===== config.mk =====
export PLATFORM = sky130hd
export DESIGN_NAME = pll_coeff_seq
export DESIGN_NICKNAME = d
export VERILOG_FILES = /design/src/rtl/pll_seq_pkg.sv /design/src/rtl/pll_us_timer.sv /design/src/rtl/pll_pl_bridge.sv /design/src/rtl/pll_path_pick.sv /design/src/rtl/pll_coeff_seq.sv
export SDC_FILE = /design/constraint.sdc
export NUM_CORES = 1
export LEC_CHECK = 0
export ABC_AREA = 0
export BUFFER_PORTS_ARGS = -buffer_cell sky130_fd_sc_hd__buf_4
export CAP_MARGIN = 30
export CORE_MARGIN = 8
export CORE_UTILIZATION = 32
export CTS_CLUSTER_SIZE = 25
export DETAILED_ROUTE_END_ITERATION = 6
export GPL_ROUTABILITY_DRIVEN = 0
export GPL_TIMING_DRIVEN = 1
export SLEW_MARGIN = 20
export SYNTH_ARGS = -nofsm -noshare
export SYNTH_HDL_FRONTEND = slang
export SYNTH_SLANG_ARGS = --single-unit

===== constraint.sdc =====
create_clock -name clk -period 5.5 [get_ports clk]
set_input_delay 0.275 -clock clk [delete_from_list [all_inputs] [get_ports clk]]
set_output_delay 0.275 -clock clk [all_outputs]
set_load 0.02 [all_outputs]

===== src/rtl/pll_seq_pkg.sv =====
package pll_seq_pkg;
  typedef enum logic [4:0] {
    S_IDLE, S_DIVH1, S_DIVH2, S_WHEAD,
    S_PLMID, S_PLNEW,
    S_BYP, S_NOSYNC, S_OFF, S_PROG, S_ON, S_WLOCK, S_SYNC, S_VCO,
    S_WTAIL, S_DIVL1, S_DIVL2, S_FIN
  } seq_state_e;
endpackage


===== src/rtl/pll_us_timer.sv =====
module pll_us_timer #(
  parameter int CLKS_PER_US = 4,
  parameter int LEN_W       = 6
) (
  input  logic             clk,
  input  logic             rst_n,
  input  logic             load,
  input  logic [LEN_W-1:0] len_us,
  output logic             expired
);
  localparam int PRE_W = (CLKS_PER_US > 1) ? $clog2(CLKS_PER_US) : 1;
  localparam logic [PRE_W-1:0] PRE_LAST = PRE_W'(CLKS_PER_US - 1);

  logic [PRE_W-1:0] pre_q;
  logic [LEN_W-1:0] left_q;

  always_ff @(posedge clk or negedge rst_n) begin
    if (!rst_n) begin
      pre_q  <= '0;
      left_q <= '0;
    end else if (load) begin
      pre_q  <= '0;
      left_q <= len_us;
    end else if (left_q != '0) begin
      if (pre_q == PRE_LAST) begin
        pre_q  <= '0;
        left_q <= left_q - LEN_W'(1);
      end else begin
        pre_q <= pre_q + PRE_W'(1);
      end
    end
  end

  assign expired = (left_q == '0);
endmodule


===== src/rtl/pll_pl_bridge.sv =====
module pll_pl_bridge #(
  parameter int PL_W = 5
) (
  input  logic [PL_W-1:0] old_pl,
  input  logic [PL_W-1:0] tgt_pl,
  output logic            need_mid,
  output logic [PL_W-1:0] mid_pl
);
  logic [PL_W-1:0] low_old, low_tgt, cand_a, cand_b;

  always_comb begin
    low_old  = old_pl & (~old_pl + PL_W'(1));
    low_tgt  = tgt_pl & (~tgt_pl + PL_W'(1));
    cand_a   = old_pl | low_tgt;
    cand_b   = tgt_pl | low_old;
    mid_pl   = (cand_a < cand_b) ? cand_a : cand_b;
    need_mid = ((old_pl & tgt_pl) == '0);
  end
endmodule


===== src/rtl/pll_path_pick.sv =====
module pll_path_pick #(
  parameter int M_W  = 8,
  parameter int N_W  = 8,
  parameter int F_W  = 8,
  parameter int PL_W = 5
) (
  input  logic [M_W-1:0]  cur_m,
  input  logic [N_W-1:0]  cur_n,
  input  logic [F_W-1:0]  cur_frac,
  input  logic            pll_on,
  input  logic [M_W-1:0]  new_m,
  input  logic [N_W-1:0]  new_n,
  input  logic [F_W-1:0]  new_frac,
  input  logic [PL_W-1:0] new_pl,
  output logic            pl_only,
  output logic            pl_legal
);
  always_comb begin
    pl_only  = pll_on && (cur_m == new_m) && (cur_n == new_n) && (cur_frac == new_frac);
    pl_legal = (new_pl != '0);
  end
endmodule


===== src/rtl/pll_coeff_seq.sv =====
module pll_coeff_seq #(
  parameter int M_W         = 8,
  parameter int N_W         = 8,
  parameter int F_W         = 8,
  parameter int PL_W        = 5,
  parameter int CLKS_PER_US = 4,
  parameter int EDGE_US     = 2,
  parameter int LOCK_US     = 40
) (
  input  logic            clk,
  input  logic            rst_n,
  input  logic            start,
  input  logic [M_W-1:0]  cur_m,
  input  logic [N_W-1:0]  cur_n,
  input  logic [F_W-1:0]  cur_frac,
  input  logic [PL_W-1:0] cur_pl,
  input  logic            pll_on,
  input  logic [M_W-1:0]  new_m,
  input  logic [N_W-1:0]  new_n,
  input  logic [F_W-1:0]  new_frac,
  input  logic [PL_W-1:0] new_pl,
  output logic            busy,
  output logic            done,
  output logic            err,
  output logic            vco_div2,
  output logic            div_wr,
  output logic            coeff_wr,
  output logic [M_W-1:0]  m_out,
  output logic [N_W-1:0]  n_out,
  output logic [F_W-1:0]  frac_out,
  output logic [PL_W-1:0] pl_out,
  output logic            pll_en,
  output logic            sync_mode,
  output logic            vco_sel
);
  import pll_seq_pkg::*;

  localparam int LONGEST = (LOCK_US > EDGE_US) ? LOCK_US : EDGE_US;
  localparam int LEN_W   = $clog2(LONGEST + 1);

  seq_state_e state_q, state_d;

  logic            fast_q;
  logic [M_W-1:0]  lat_m;
  logic [N_W-1:0]  lat_n;
  logic [F_W-1:0]  lat_f;
  logic [PL_W-1:0] lat_pl, old_pl_q;

  logic            div2_q, divwr_q, cw_q, en_q, sync_q, vsel_q, done_q, err_q;
  logic [M_W-1:0]  m_q;
  logic [N_W-1:0]  n_q;
  logic [F_W-1:0]  f_q;
  logic [PL_W-1:0] pl_q;

  logic            pl_only, pl_legal, need_mid, tmr_exp, tmr_load;
  logic [PL_W-1:0] mid_pl;
  logic [LEN_W-1:0] tmr_len;

  pll_path_pick #(.M_W(M_W), .N_W(N_W), .F_W(F_W), .PL_W(PL_W)) u_pick (
    .cur_m(cur_m), .cur_n(cur_n), .cur_frac(cur_frac), .pll_on(pll_on),
    .new_m(new_m), .new_n(new_n), .new_frac(new_frac), .new_pl(new_pl),
    .pl_only(pl_only), .pl_legal(pl_legal)
  );

  pll_pl_bridge #(.PL_W(PL_W)) u_bridge (
    .old_pl(old_pl_q), .tgt_pl(lat_pl), .need_mid(need_mid), .mid_pl(mid_pl)
  );

  pll_us_timer #(.CLKS_PER_US(CLKS_PER_US), .LEN_W(LEN_W)) u_timer (
    .clk(clk), .rst_n(rst_n), .load(tmr_load), .len_us(tmr_len), .expired(tmr_exp)
  );

  always_comb begin
    state_d = state_q;
    case (state_q)
      S_IDLE:   if (start && pl_legal) state_d = S_DIVH1;
      S_DIVH1:  state_d = S_DIVH2;
      S_DIVH2:  state_d = S_WHEAD;
      S_WHEAD:  if (tmr_exp) state_d = fast_q ? (need_mid ? S_PLMID : S_PLNEW) : S_BYP;
      S_PLMID:  state_d = S_PLNEW;
      S_PLNEW:  state_d = S_WTAIL;
      S_BYP:    state_d = S_NOSYNC;
      S_NOSYNC: state_d = S_OFF;
      S_OFF:    state_d = S_PROG;
      S_PROG:   state_d = S_ON;
      S_ON:     state_d = S_WLOCK;
      S_WLOCK:  if (tmr_exp) state_d = S_SYNC;
      S_SYNC:   state_d = S_VCO;
      S_VCO:    state_d = S_WTAIL;
      S_WTAIL:  if (tmr_exp) state_d = S_DIVL1;
      S_DIVL1:  state_d = S_DIVL2;
      S_DIVL2:  state_d = S_FIN;
      S_FIN:    state_d = S_IDLE;
      default:  state_d = S_IDLE;
    endcase
    tmr_load = (state_d != state_q) &&
               ((state_d == S_WHEAD) || (state_d == S_WLOCK) || (state_d == S_WTAIL));
    tmr_len  = (state_d == S_WLOCK) ? LEN_W'(LOCK_US) : LEN_W'(EDGE_US);
  end

  always_ff @(posedge clk or negedge rst_n) begin
    if (!rst_n) begin
      state_q  <= S_IDLE;
      fast_q   <= 1'b0;
      lat_m    <= '0;
      lat_n    <= '0;
      lat_f    <= '0;
      lat_pl   <= '0;
      old_pl_q <= '0;
    end else begin
      state_q <= state_d;
      if (state_q == S_IDLE && start && pl_legal) begin
        fast_q   <= pl_only;
        lat_m    <= new_m;
        lat_n    <= new_n;
        lat_f    <= new_frac;
        lat_pl   <= new_pl;
        old_pl_q <= cur_pl;
      end
    end
  end

  always_ff @(posedge clk or negedge rst_n) begin
    if (!rst_n) begin
      div2_q  <= 1'b0;
      divwr_q <= 1'b0;
      cw_q    <= 1'b0;
      en_q    <= 1'b0;
      sync_q  <= 1'b0;
      vsel_q  <= 1'b0;
      done_q  <= 1'b0;
      err_q   <= 1'b0;
      m_q     <= '0;
      n_q     <= '0;
      f_q     <= '0;
      pl_q    <= '0;
    end else begin
      divwr_q <= 1'b0;
      cw_q    <= 1'b0;
      done_q  <= 1'b0;
      err_q   <= 1'b0;
      case (state_q)
        S_IDLE: if (start && !pl_legal) begin
          done_q <= 1'b1;
          err_q  <= 1'b1;
        end
        S_DIVH1, S_DIVH2: begin
          div2_q  <= 1'b1;
          divwr_q <= 1'b1;
        end
        S_PLMID: begin
          pl_q <= mid_pl;
          cw_q <= 1'b1;
        end
        S_PLNEW: begin
          pl_q <= lat_pl;
          cw_q <= 1'b1;
        end
        S_BYP:    vsel_q <= 1'b0;
        S_NOSYNC: sync_q <= 1'b0;
        S_OFF:    en_q   <= 1'b0;
        S_PROG: begin
          m_q  <= lat_m;
          n_q  <= lat_n;
          f_q  <= lat_f;
          pl_q <= lat_pl;
          cw_q <= 1'b1;
        end
        S_ON:     en_q   <= 1'b1;
        S_SYNC:   sync_q <= 1'b1;
        S_VCO:    vsel_q <= 1'b1;
        S_DIVL1, S_DIVL2: begin
          div2_q  <= 1'b0;
          divwr_q <= 1'b1;
        end
        S_FIN:    done_q <= 1'b1;
        default: ;
      endcase
    end
  end

  assign busy      = (state_q != S_IDLE);
  assign done      = done_q;
  assign err       = err_q;
  assign vco_div2  = div2_q;
  assign div_wr    = divwr_q;
  assign coeff_wr  = cw_q;
  assign m_out     = m_q;
  assign n_out     = n_q;
  assign frac_out  = f_q;
  assign pl_out    = pl_q;
  assign pll_en    = en_q;
  assign sync_mode = sync_q;
  assign vco_sel   = vsel_q;
endmodule


==> flow_summary_export.csv, run 1 <==
group,metric,value,unit
worst_setup_path,r2r_cells,5,
sta,drv_slew,0,
route,dr.max_layer_used,"met4",
worst_setup_path,cp_max_fo,40,
sta,finalCritPeriodShare,41.0,%
worst_setup_path,end_kind,"register",
clock_tree,clkLatencyLatePin,0.34,ns
finish,seqCellArea,2130,um^2
route,ant_nets,0,
worst_setup_path,cp-start-kind,"register",
finish,multiInputGateArea,1930,um^2
clock_tree,clkSinkCount,85,
global_route,grt_pass1_wl,16.0,mm
yosys,seq_area_frac_synth,50.9,%
global_route,grt_pass1_vias,3220,
yosys,synthesis.area,4180,um^2
clock_tree,cts_max_path_buffers,2,
sta,fin_crit,2.26,ns
yosys,synthArstFlopShare,100,%
worst_setup_path,worstPathArrival,2.48,ns
power_and_ir_drop,vdd_ir_drop_max,0.109,mV
sta,rsz0062_at_grt,"false",
power_and_ir_drop,p_per_area,253,nW/um^2
finish,mostFrequentLayoutCell,"buf_4",
sta,worstMarginPinSlew,0.826,ns
global_route,overflow,0,
worst_setup_path,critPathKind,"register to register",
yosys,syn_nets,412,
yosys,muxShareOfSynthArea,17.8,%
yosys,synthAdderAreaFrac,1.80,%
route,drcViolationCount,0,
route,drt_iter0_drc,112,
route,wire_per_inst,15.4,um
worst_setup_path,cp.required,5.72,ns
worst_setup_path,rr_startpoint,"state_q[2]$_DFF_PN0_",
finish,finalNonFillerCells,621,
yosys,synthesis.instances,344,
yosys,synth-main-ff-cell,"dfrtp_1",
power_and_ir_drop,power,1.38,mW
die,rows,41,
sta,fin_skew,0.00923,ns
placed_design,placed_cell_area,5080,um^2
route,route.met3.wl,779,um
hold_path,hp-class,"input port to register",
sta,hold_viol_final,0,
die,die-height,130,um
clock_tree,cts_made_buffers,9,
finish,most-common-layout-cells,"100 x buf_4, 85 x dfrtp_1, 31 x mux2_4",
hold_path,whs_path_depth,3,
placed_design,hpwl,7.36,mm
sta,setup_viol,0,
route,routed_wl,9.55,mm
yosys,synth_compound_area_share,10.4,%
clock_tree,cts_root_buf,"clkbuf_16",
status,status,"complete, no violations",
global_route,grt_use_total,12.0,%
clock_tree,cts_tree,"done",
route,vias,2998,
die,core_area,12700,um^2
worst_setup_path,r2r_slack,3.24,ns
yosys,synth_top_family_by_area,"multiplexers",
sta,fin_hold_ws,0.147,ns
worst_setup_path,worstReg2RegEnd,"lat_m[7]$_DFFE_PN0P_",
clock_tree,htree_levels,3,
finish,stdcell_area,5430,um^2
global_route,antenna_found_initial,0,
route,viasPerCell,4.83,
die,initial_core_util,33.0,%
hold_path,min_to,"old_pl_q[3]$_DFFE_PN0P_",
yosys,ys_ff_latch,85,
clock_tree,clk_pin_slew_worst_paths,0.06,ns
die,chipWidth,130,um
route,wl_met1,4.44,mm
sta,finalSetupTns,0,ns
die,die_area,17000,um^2
route,wl_met2,4.20,mm
finish,num-nets-final,512,
yosys,synth.distinct_cells,47,
yosys,yosysWarnings,0,
placed_design,placed_cells,604,
sta,fmax,443,MHz
global_route,grt_max_degree,54,
yosys,synth_edf_count,0,
finish,n_antenna_cell,0,
route,first_pass_iters,4,
power_and_ir_drop,p_leak,2.63,nW
finish,final_layout_size_suffix_gt1_share,41.0,%
yosys,avgSynthCellArea,12.1,um^2
die,num_io_pins,100,
yosys,yosys.area_share.simple,10.4,%
sta,maxSlewHeadroom,44.8,%
yosys,synth_xor_area_share,5.66,%
placed_design,portBuffers,99,
clock_tree,cts_resized,0,
finish,nFillCells,1221,
hold_path,worstHoldStart,"cur_pl[3]",
finish,area_growth,30.0,%
flow_run,maxCapViolations,0,
==> power by group <==
part / internal [mW] / switching, mW
registers: 0.625 / 0
clock network: 0.420 / 0.259
logic: 0.0404 / 0.0322
==> per-layer routing <==
layer | up-vias | track usage [%]
met5 | - | 0
met4 | 0 | 4.30
met3 | 12 | 4.49
met2 | 94 | 17.9
met1 | 1442 | 15.5
li1 | 1450 | -
==> metrics by stage <==
stage	util, %	worst slack, ns
floorplan	-	3.64
global placement	39.9	3.28
detailed placement	40.1	3.23
CTS	42.9	3.21
global route	42.9	3.03
finish	42.9	3.24
==> worst max-delay path by stage <==
stage                                     start                    end  slack [ns]  depth (start not counted)
after floorplan           lat_pl[1]$_DFFE_PN0P_  pl_out[3]$_DFFE_PN0P_        3.64                          7
after global placement     state_q[2]$_DFF_PN0_   lat_n[0]$_DFFE_PN0P_        3.28                          5
after detailed placement   state_q[2]$_DFF_PN0_   lat_m[4]$_DFFE_PN0P_        3.23                          5
after CTS                  state_q[2]$_DFF_PN0_   lat_m[7]$_DFFE_PN0P_        3.21                          5
after global routing       state_q[2]$_DFF_PN0_   lat_m[7]$_DFFE_PN0P_        3.03                          5
final                      state_q[2]$_DFF_PN0_   lat_m[7]$_DFFE_PN0P_        3.24                          5
==> critical path, cell delays in order, from the launching register on <==
cell	delay [ns]
dfrtp_1	0.56
nor3_2	0.33
nand3_1	0.19
nor2_4	0.13
buf_4	0.55
mux2_4	0.35
==> timing repair <==
action	4_1_cts	5_1_grt
hold endpoints to repair	32	0
hold buffers	1	0
endpoints found under the setup margin	0	0
setup buffers	0	0
==> sequential cells by signal, summed over array words and instances, names as in the netlist <==
name	flops
pll_en	1
fast_q	1
m_out	8
lat_pl	5
old_pl_q	5
vco_div2	1
lat_m	8
coeff_wr	1
lat_f	8
vco_sel	1
state_q	5
sync_mode	1
pl_out	5
u_timer.pre_q	2
lat_n	8
div_wr	1
u_timer.left_q	6
done	1
frac_out	8
err	1
n_out	8
==> kinds of logic after synthesis <==
kind of cell	Yosys count
flip-flops	85
multiplexers	56
AO/OA/AOI/OAI	64
adder cells (fa/ha/maj)	6
buffers and inverters	22
AND/OR/NAND/NOR	84
XOR/XNOR	27
==> layout make-up <==
cell class | instances | area share, %
Sequential cell | 85 | 39.2
Multi-Input combinational cell | 237 | 35.5
Timing Repair Buffer | 102 | 14.5
Clock buffer | 10 | 4.40
Tap cell | 172 | 3.96
Clock inverter | 6 | 1.84
Inverter | 9 | 0.622
==> synthesized netlist by cell type, types with 4 or more instances <==
library cell  number  area (um^2)
nand2_1           20         75.1
nor4_1             5         31.3
buf_2              6         30.0
dfrtp_1           85         2130
xor2_1            15          131
o21a_1             4         30.0
nor3_1            17         85.1
a22oi_1            5         37.5
a21boi_0           4         30.0
o31ai_1            6         45.0
o21ai_0           11         55.1
nand3_1            6         30.0
inv_1              9         33.8
nor2_1            16         60.1
mux2_4            31          465
xnor2_1           12          105
mux2_2            24          270
ha_1               6         75.1
a21oi_1           17         85.1
buf_6              4         45.0
(Power assumes the default switching activity.)
==> run 2: changes to the inputs <==
Settings changed: ABC_AREA 0 to 1.
Clock period 5.5 ns to 2.05 ns, I/O delays scaled along.
==> run 2 against run 1 <==
Compared with the run above: synthesized area rose by 5.4%; non-clock buffer count is 66 higher; via count grew 38%; sequential cell count did not move; critical endpoint is now pl_out[2]$_DFFE_PN0P_; critical path depth grew 7; the run now ends with setup timing left; largest power group is now combinational logic; sequential share of layout area shrank 6.8 points; cell count rose by 41%; die area is 4.8% higher.
==> flow_summary_export.csv, run 2 <==
group,metric,value,unit
yosys,ys_top_cells_by_count,"147 x nand2_1, 85 x dfrtp_1, 67 x inv_1, 42 x o21ai_0, 30 x nor2_1",
route,wire_per_inst,14.2,um
worst_setup_path,cp.required,2.26,ns
global_route,antenna_found_initial,0,
power_and_ir_drop,vdd_ir_drop_max,0.577,mV
finish,mostFrequentLayoutCell,"buf_4",
yosys,synthesis.instances,526,
finish,finalNonFillerCells,878,
clock_tree,cts_max_path_buffers,2,
global_route,grt_use_total,13.9,%
global_route,grt_max_degree,64,
power_and_ir_drop,p_leak,3.35,nW
finish,nFillCells,1277,
route,drt_iter0_drc,206,
sta,setup_viol,4,
yosys,syn_nets,594,
finish,area_growth,49.5,%
placed_design,portBuffers,99,
sta,maxSlewHeadroom,67.5,%
clock_tree,cts_made_buffers,9,
yosys,seq_area_frac_synth,48.3,%
route,drcViolationCount,0,
flow_run,maxCapViolations,0,
die,initial_core_util,32.2,%
clock_tree,clk_pin_slew_worst_paths,0.06,ns
status,status,"complete, but fails checks",
finish,num-nets-final,761,
worst_setup_path,critPathKind,"register to register",
die,num_io_pins,100,
die,die-height,133,um
yosys,yosysTopAreaCell,"dfrtp_1",
die,rows,43,
route,viasPerCell,4.71,
status,violations,"setup timing",
sta,fin_ws,-0.0921,ns
sta,worstMarginPinSlew,0.483,ns
placed_design,placed_cells,823,
worst_setup_path,cp-start-kind,"register",
clock_tree,clkSinkCount,85,
global_route,grt_pass1_vias,4368,
finish,n_antenna_cell,0,
finish,stdcell_area,6590,um^2
route,first_pass_iters,4,
route,ant_nets,0,
yosys,synth_most_common_cell,"nand2_1",
yosys,avgSynthCellArea,8.38,um^2
sta,finalCritPeriodShare,104,%
sta,fin_hold_ws,0.0176,ns
route,vias,4135,
finish,most-common-layout-cells,"138 x buf_4, 131 x nand2_1, 80 x dfrtp_1",
die,core_area,13700,um^2
die,chipWidth,133,um
clock_tree,cts_tree,"done",
finish,final_layout_size_suffix_gt1_share,38.5,%
yosys,netlist_top_cells_area,"dfrtp_1 48%, nand2_1 13%, inv_1 5.7%",
clock_tree,clkLatencyLatePin,0.34,ns
yosys,synth-main-ff-cell,"dfrtp_1",
yosys,synthesis.area,4410,um^2
yosys,synth_edf_count,0,
placed_design,hpwl,8.73,mm
power_and_ir_drop,p_per_area,1630,nW/um^2
clock_tree,cts_root_buf,"clkbuf_16",
die,die_area,17800,um^2
worst_setup_path,worstPathArrival,2.36,ns
clock_tree,htree_levels,3,
global_route,overflow,0,
yosys,ys_ff_latch,85,
finish,multiInputGateArea,2310,um^2
route,routed_wl,12.5,mm
yosys,synthArstFlopShare,100,%
sta,fmax,467,MHz
yosys,yosysWarnings,0,
sta,fin_skew,0.0111,ns
global_route,grt_pass1_wl,20.4,mm
hold_path,hp-class,"input port to register",
sta,fin_crit,2.14,ns
placed_design,post-place-ws,-0.182,ns
placed_design,placed_cell_area,5580,um^2
sta,drv_slew,0,
finish,seqCellArea,2130,um^2
worst_setup_path,cp_max_fo,7,
worst_setup_path,end_kind,"register",
sta,rsz0062_at_grt,"true",
sta,hold_viol_final,0,
yosys,yosysTopAreaCellShare,48.3,%
yosys,synth.distinct_cells,35,
run 2: critical path, cell delays in order (launching register included):
cell and delay [ns]:
dfrtp_1 0.39, nor2_2 0.17, nand2_2 0.10, o31ai_4 0.28, ha_4 0.25, nand2_2 0.06
inv_2 0.05, o21ai_2 0.06, nand2_2 0.08, a31oi_4 0.17, inv_2 0.09, o211ai_1 0.19
o211ai_1 0.11
run 2: cell type report:
class,instances,area share (%)
Sequential cell,85,32.4
Timing Repair Buffer,168,20.8
Multi-Input combinational cell,358,35.0
Tap cell,180,3.42
Clock buffer,11,3.68
Inverter,71,4.08
Clock inverter,5,0.646
run 2: report_power, final:
part	internal (mW)	total (mW)	switching, mW
Sequential	2.45	2.96	0.510
Clock	0.869	1.55	0.684
Combinational	2.76	6.24	3.48
Total	6.09	10.8	4.67
run 2: final timing paths:
path	slack [ns]	cells past startpoint	endpoint	startpoint
hold / removal	0.02	3	lat_m[6]$_DFFE_PN0P_	new_m[6]
setup reg to reg	-0.09	12	pl_out[2]$_DFFE_PN0P_	lat_pl[1]$_DFFE_PN0P_
setup / recovery	-0.09	12	pl_out[2]$_DFFE_PN0P_	lat_pl[1]$_DFFE_PN0P_
hold reg to reg	0.48	2	lat_f[2]$_DFFE_PN0P_	lat_f[2]$_DFFE_PN0P_
max in group asynchronous	1.18	3	state_q[3]$_DFF_PN0_	rst_n
min in group asynchronous	0.22	2	lat_pl[3]$_DFFE_PN0P_	rst_n
run 2: what timing repair did:
action	4_1_cts	5_1_grt
pin swaps	9	26
gates resized for setup	17	81
setup buffers	5	10
hold endpoints to repair	44	0
hold buffers	23	0
gates cloned	1	0
setup endpoints to repair	9	12
run 2: logic make-up (layout without fill, tap and decap cells):
logic type      count (synthesis)  in the layout  share of synthesized area, %
simple gates                  239            240                          24.2
compound gates                 78             78                          10.4
mux                            18             18                          4.60
flops                          85             85                          48.3
fa+ha+maj                       6              6                          1.70
xor+xnor                       16             16                          3.18
buf+inv                        84            255                          7.64
run 2: metrics by stage:
step	setup TNS, ns	utilization (%)	total power [mW]
after global routing	-1.12	48.2	11.6
final	-0.254	48.2	10.8
after global placement	-0.335	40.8	7.56
after detailed placement	-0.851	40.8	7.66
after floorplan	0	-	5.86
after CTS	-0.144	45.3	9.60
run 2: per-layer routing:
metal | part of all wire [%] | vias up | global-route usage (%) | wire [um]
li1 | - | 2041 | - | -
met1 | 43 | 1949 | 17.3 | 5410
met2 | 49 | 131 | 21.9 | 6060
met3 | 6.8 | 14 | 4.71 | 845
met4 | 1.3 | 0 | 5.12 | 165
met5 | 0 | - | 0 | 0
==> run 3: changes to the inputs <==
Clock period 2.05 ns to 2.4 ns, I/O delays scaled along.
==> run 3 against run 2 <==
Compared with the run above: the run now ends clean; sequential share of layout area increased by 4.0 points; critical path depth stayed put; first-iteration DRC count rose by 17%; critical endpoint unchanged; sequential power is 15% lower; sequential cell count did not move.
==> flow_summary_export.csv, run 3 (synthesized netlist as in run 2, its figures left out) <==
group,metric,value,unit
placed_design,portBuffers,99,
worst_setup_path,cp_max_fo,7,
clock_tree,clkSinkCount,85,
clock_tree,clk_pin_slew_worst_paths,0.07,ns
worst_setup_path,cp.required,2.59,ns
global_route,overflow,0,
global_route,grt_use_total,12.9,%
placed_design,post-place-ws,0.0642,ns
worst_setup_path,end_kind,"register",
clock_tree,cts_made_buffers,9,
global_route,grt_max_degree,51,
finish,nFillCells,1384,
worst_setup_path,slowest_delay,0.42,ns
die,num_io_pins,100,
finish,seqCellArea,2130,um^2
worst_setup_path,critPathKind,"register to register",
sta,fmax,445,MHz
clock_tree,clkLatencyLatePin,0.34,ns
hold_path,worstHoldStart,"cur_pl[4]",
finish,area_growth,32.7,%
finish,most-common-layout-cells,"147 x nand2_1, 108 x buf_4, 84 x dfrtp_1",
clock_tree,cts_max_path_buffers,2,
worst_setup_path,worstReg2RegEnd,"pl_out[2]$_DFFE_PN0P_",
worst_setup_path,cp-start-kind,"register",
power_and_ir_drop,p_per_area,1330,nW/um^2
finish,multiInputGateArea,1980,um^2
clock_tree,cts_root_buf,"clkbuf_16",
sta,rsz0062_at_grt,"true",
worst_setup_path,cp_cell_sequence,"nor2_1, nand2_1, o31ai_2, ha_4, nand2_1, inv_1, o21ai_0, nand2_1, a31oi_2, inv_2, o211ai_1, o211ai_1",
placed_design,hpwl,8.57,mm
route,vias,3861,
route,wire_per_inst,13.8,um
worst_setup_path,r2r_cells,12,
worst_setup_path,worstPathArrival,2.44,ns
sta,hold_viol_final,0,
hold_path,whs_path_depth,3,
route,routed_wl,11.4,mm
sta,fin_ws,0.154,ns
die,rows,43,
clock_tree,htree_levels,3,
die,initial_core_util,32.2,%
hold_path,min_to,"old_pl_q[4]$_DFFE_PN0P_",
finish,mostFrequentLayoutCell,"nand2_1",
finish,final_layout_size_suffix_gt1_share,27.7,%
sta,worstMarginPinSlew,0.726,ns
route,viasPerCell,4.66,
global_route,grt_pass1_wl,19.1,mm
worst_setup_path,r2r_slack,0.15,ns
finish,n_antenna_cell,0,
route,ant_nets,0,
power_and_ir_drop,power,7.76,mW
finish,num-nets-final,712,
global_route,antenna_found_initial,0,
route,first_pass_iters,6,
die,die-height,133,um
power_and_ir_drop,vdd_ir_drop_max,0.541,mV
worst_setup_path,rr_startpoint,"lat_pl[1]$_DFFE_PN0P_",
worst_setup_path,crit_top_cell,"nand2_1",
sta,maxSlewHeadroom,51.1,%
sta,fin_crit,2.25,ns
sta,setup_viol,0,
sta,fin_skew,0.00664,ns
die,chipWidth,133,um
worst_setup_path,cpMaxStageDelayCell,"dfrtp_1",
sta,finalCritPeriodShare,93.6,%
die,die_area,17800,um^2
flow_run,maxCapViolations,0,
hold_path,hp-class,"input port to register",
route,drt_iter0_drc,241,
status,status,"complete, no violations",
route,drcViolationCount,0,
clock_tree,cts_tree,"done",
die,core_area,13700,um^2
global_route,grt_pass1_vias,4011,
sta,drv_slew,0,
power_and_ir_drop,p_leak,3.07,nW
==> run 3: how the worst max path moves through the flow <==
stage / startpoint / end / slack, ns / depth (start not counted)
after detailed placement: old_pl_q[0]$_DFFE_PN0P_ / pl_out[1]$_DFFE_PN0P_ / 0.06 / 15
after global routing: lat_pl[1]$_DFFE_PN0P_ / pl_out[2]$_DFFE_PN0P_ / -0.04 / 12
after CTS: old_pl_q[0]$_DFFE_PN0P_ / pl_out[1]$_DFFE_PN0P_ / 0.05 / 15
after global placement: old_pl_q[0]$_DFFE_PN0P_ / pl_out[1]$_DFFE_PN0P_ / 0.21 / 15
final: lat_pl[1]$_DFFE_PN0P_ / pl_out[2]$_DFFE_PN0P_ / 0.15 / 12
after floorplan: old_pl_q[1]$_DFFE_PN0P_ / pl_out[1]$_DFFE_PN0P_ / 0.37 / 15
==> run 3: report_power, final <==
group	leakage (nW)	internal, mW	switching, mW
Clock	0.143	0.819	0.605
Sequential	1.07	2.09	0.431
Combinational	1.85	1.53	2.28
Total	3.07	4.44	3.32
==> run 3: cell type report <==
| class | instances | area share (%) |
|---|---|---|
| flip-flops and latches | 85 | 36.4 |
| multi-input cells | 357 | 33.9 |
| repair buffers | 120 | 16.1 |
| inverters | 71 | 4.56 |
| clock buffers | 9 | 3.85 |
| well taps | 180 | 3.85 |
| clock inverters | 7 | 1.37 |
==> run 3: through the flow <==
step | instances | hold slack [ns] | utilization, % | TNS [ns] | cell area (um^2)
5_1_grt | 829 | 0.00892 | 42.8 | -0.0403 | 5850
4_1_cts | 825 | 0.00239 | 42.3 | 0 | 5780
3_5_place_dp | 798 | 0.204 | 39.3 | 0 | 5370
3_3_place_gp | 798 | 0.193 | 39.3 | 0 | 5370
6_report | 829 | 0.0105 | 42.8 | 0 | 5850
2_1_floorplan | 526 | -0.176 | - | 0 | 4410
==> run 3: critical path, delay by kind of cell (launching register included) <==
family          cells  cell delay (ns)
compound gates      5             0.88
fa+ha+maj           1             0.27
buf+inv             2             0.15
flops               1             0.42
simple gates        4             0.38
==> run 3: repair_timing <==
item / CTS / global route
setup buffers: 0 / 4
hold buffers: 11 / 0
resized for setup: 0 / 9
endpoints found under the hold margin: 58 / 0
endpoints found under the setup margin: 0 / 10
==> run 3: layer usage <==
layer	routed length (um)	up-vias	global-route usage (%)
met1	5060	1813	15.8
met5	0	-	0
met3	971	6	5.16
met4	95	0	3.31
li1	-	1935	-
met2	5320	107	20.6
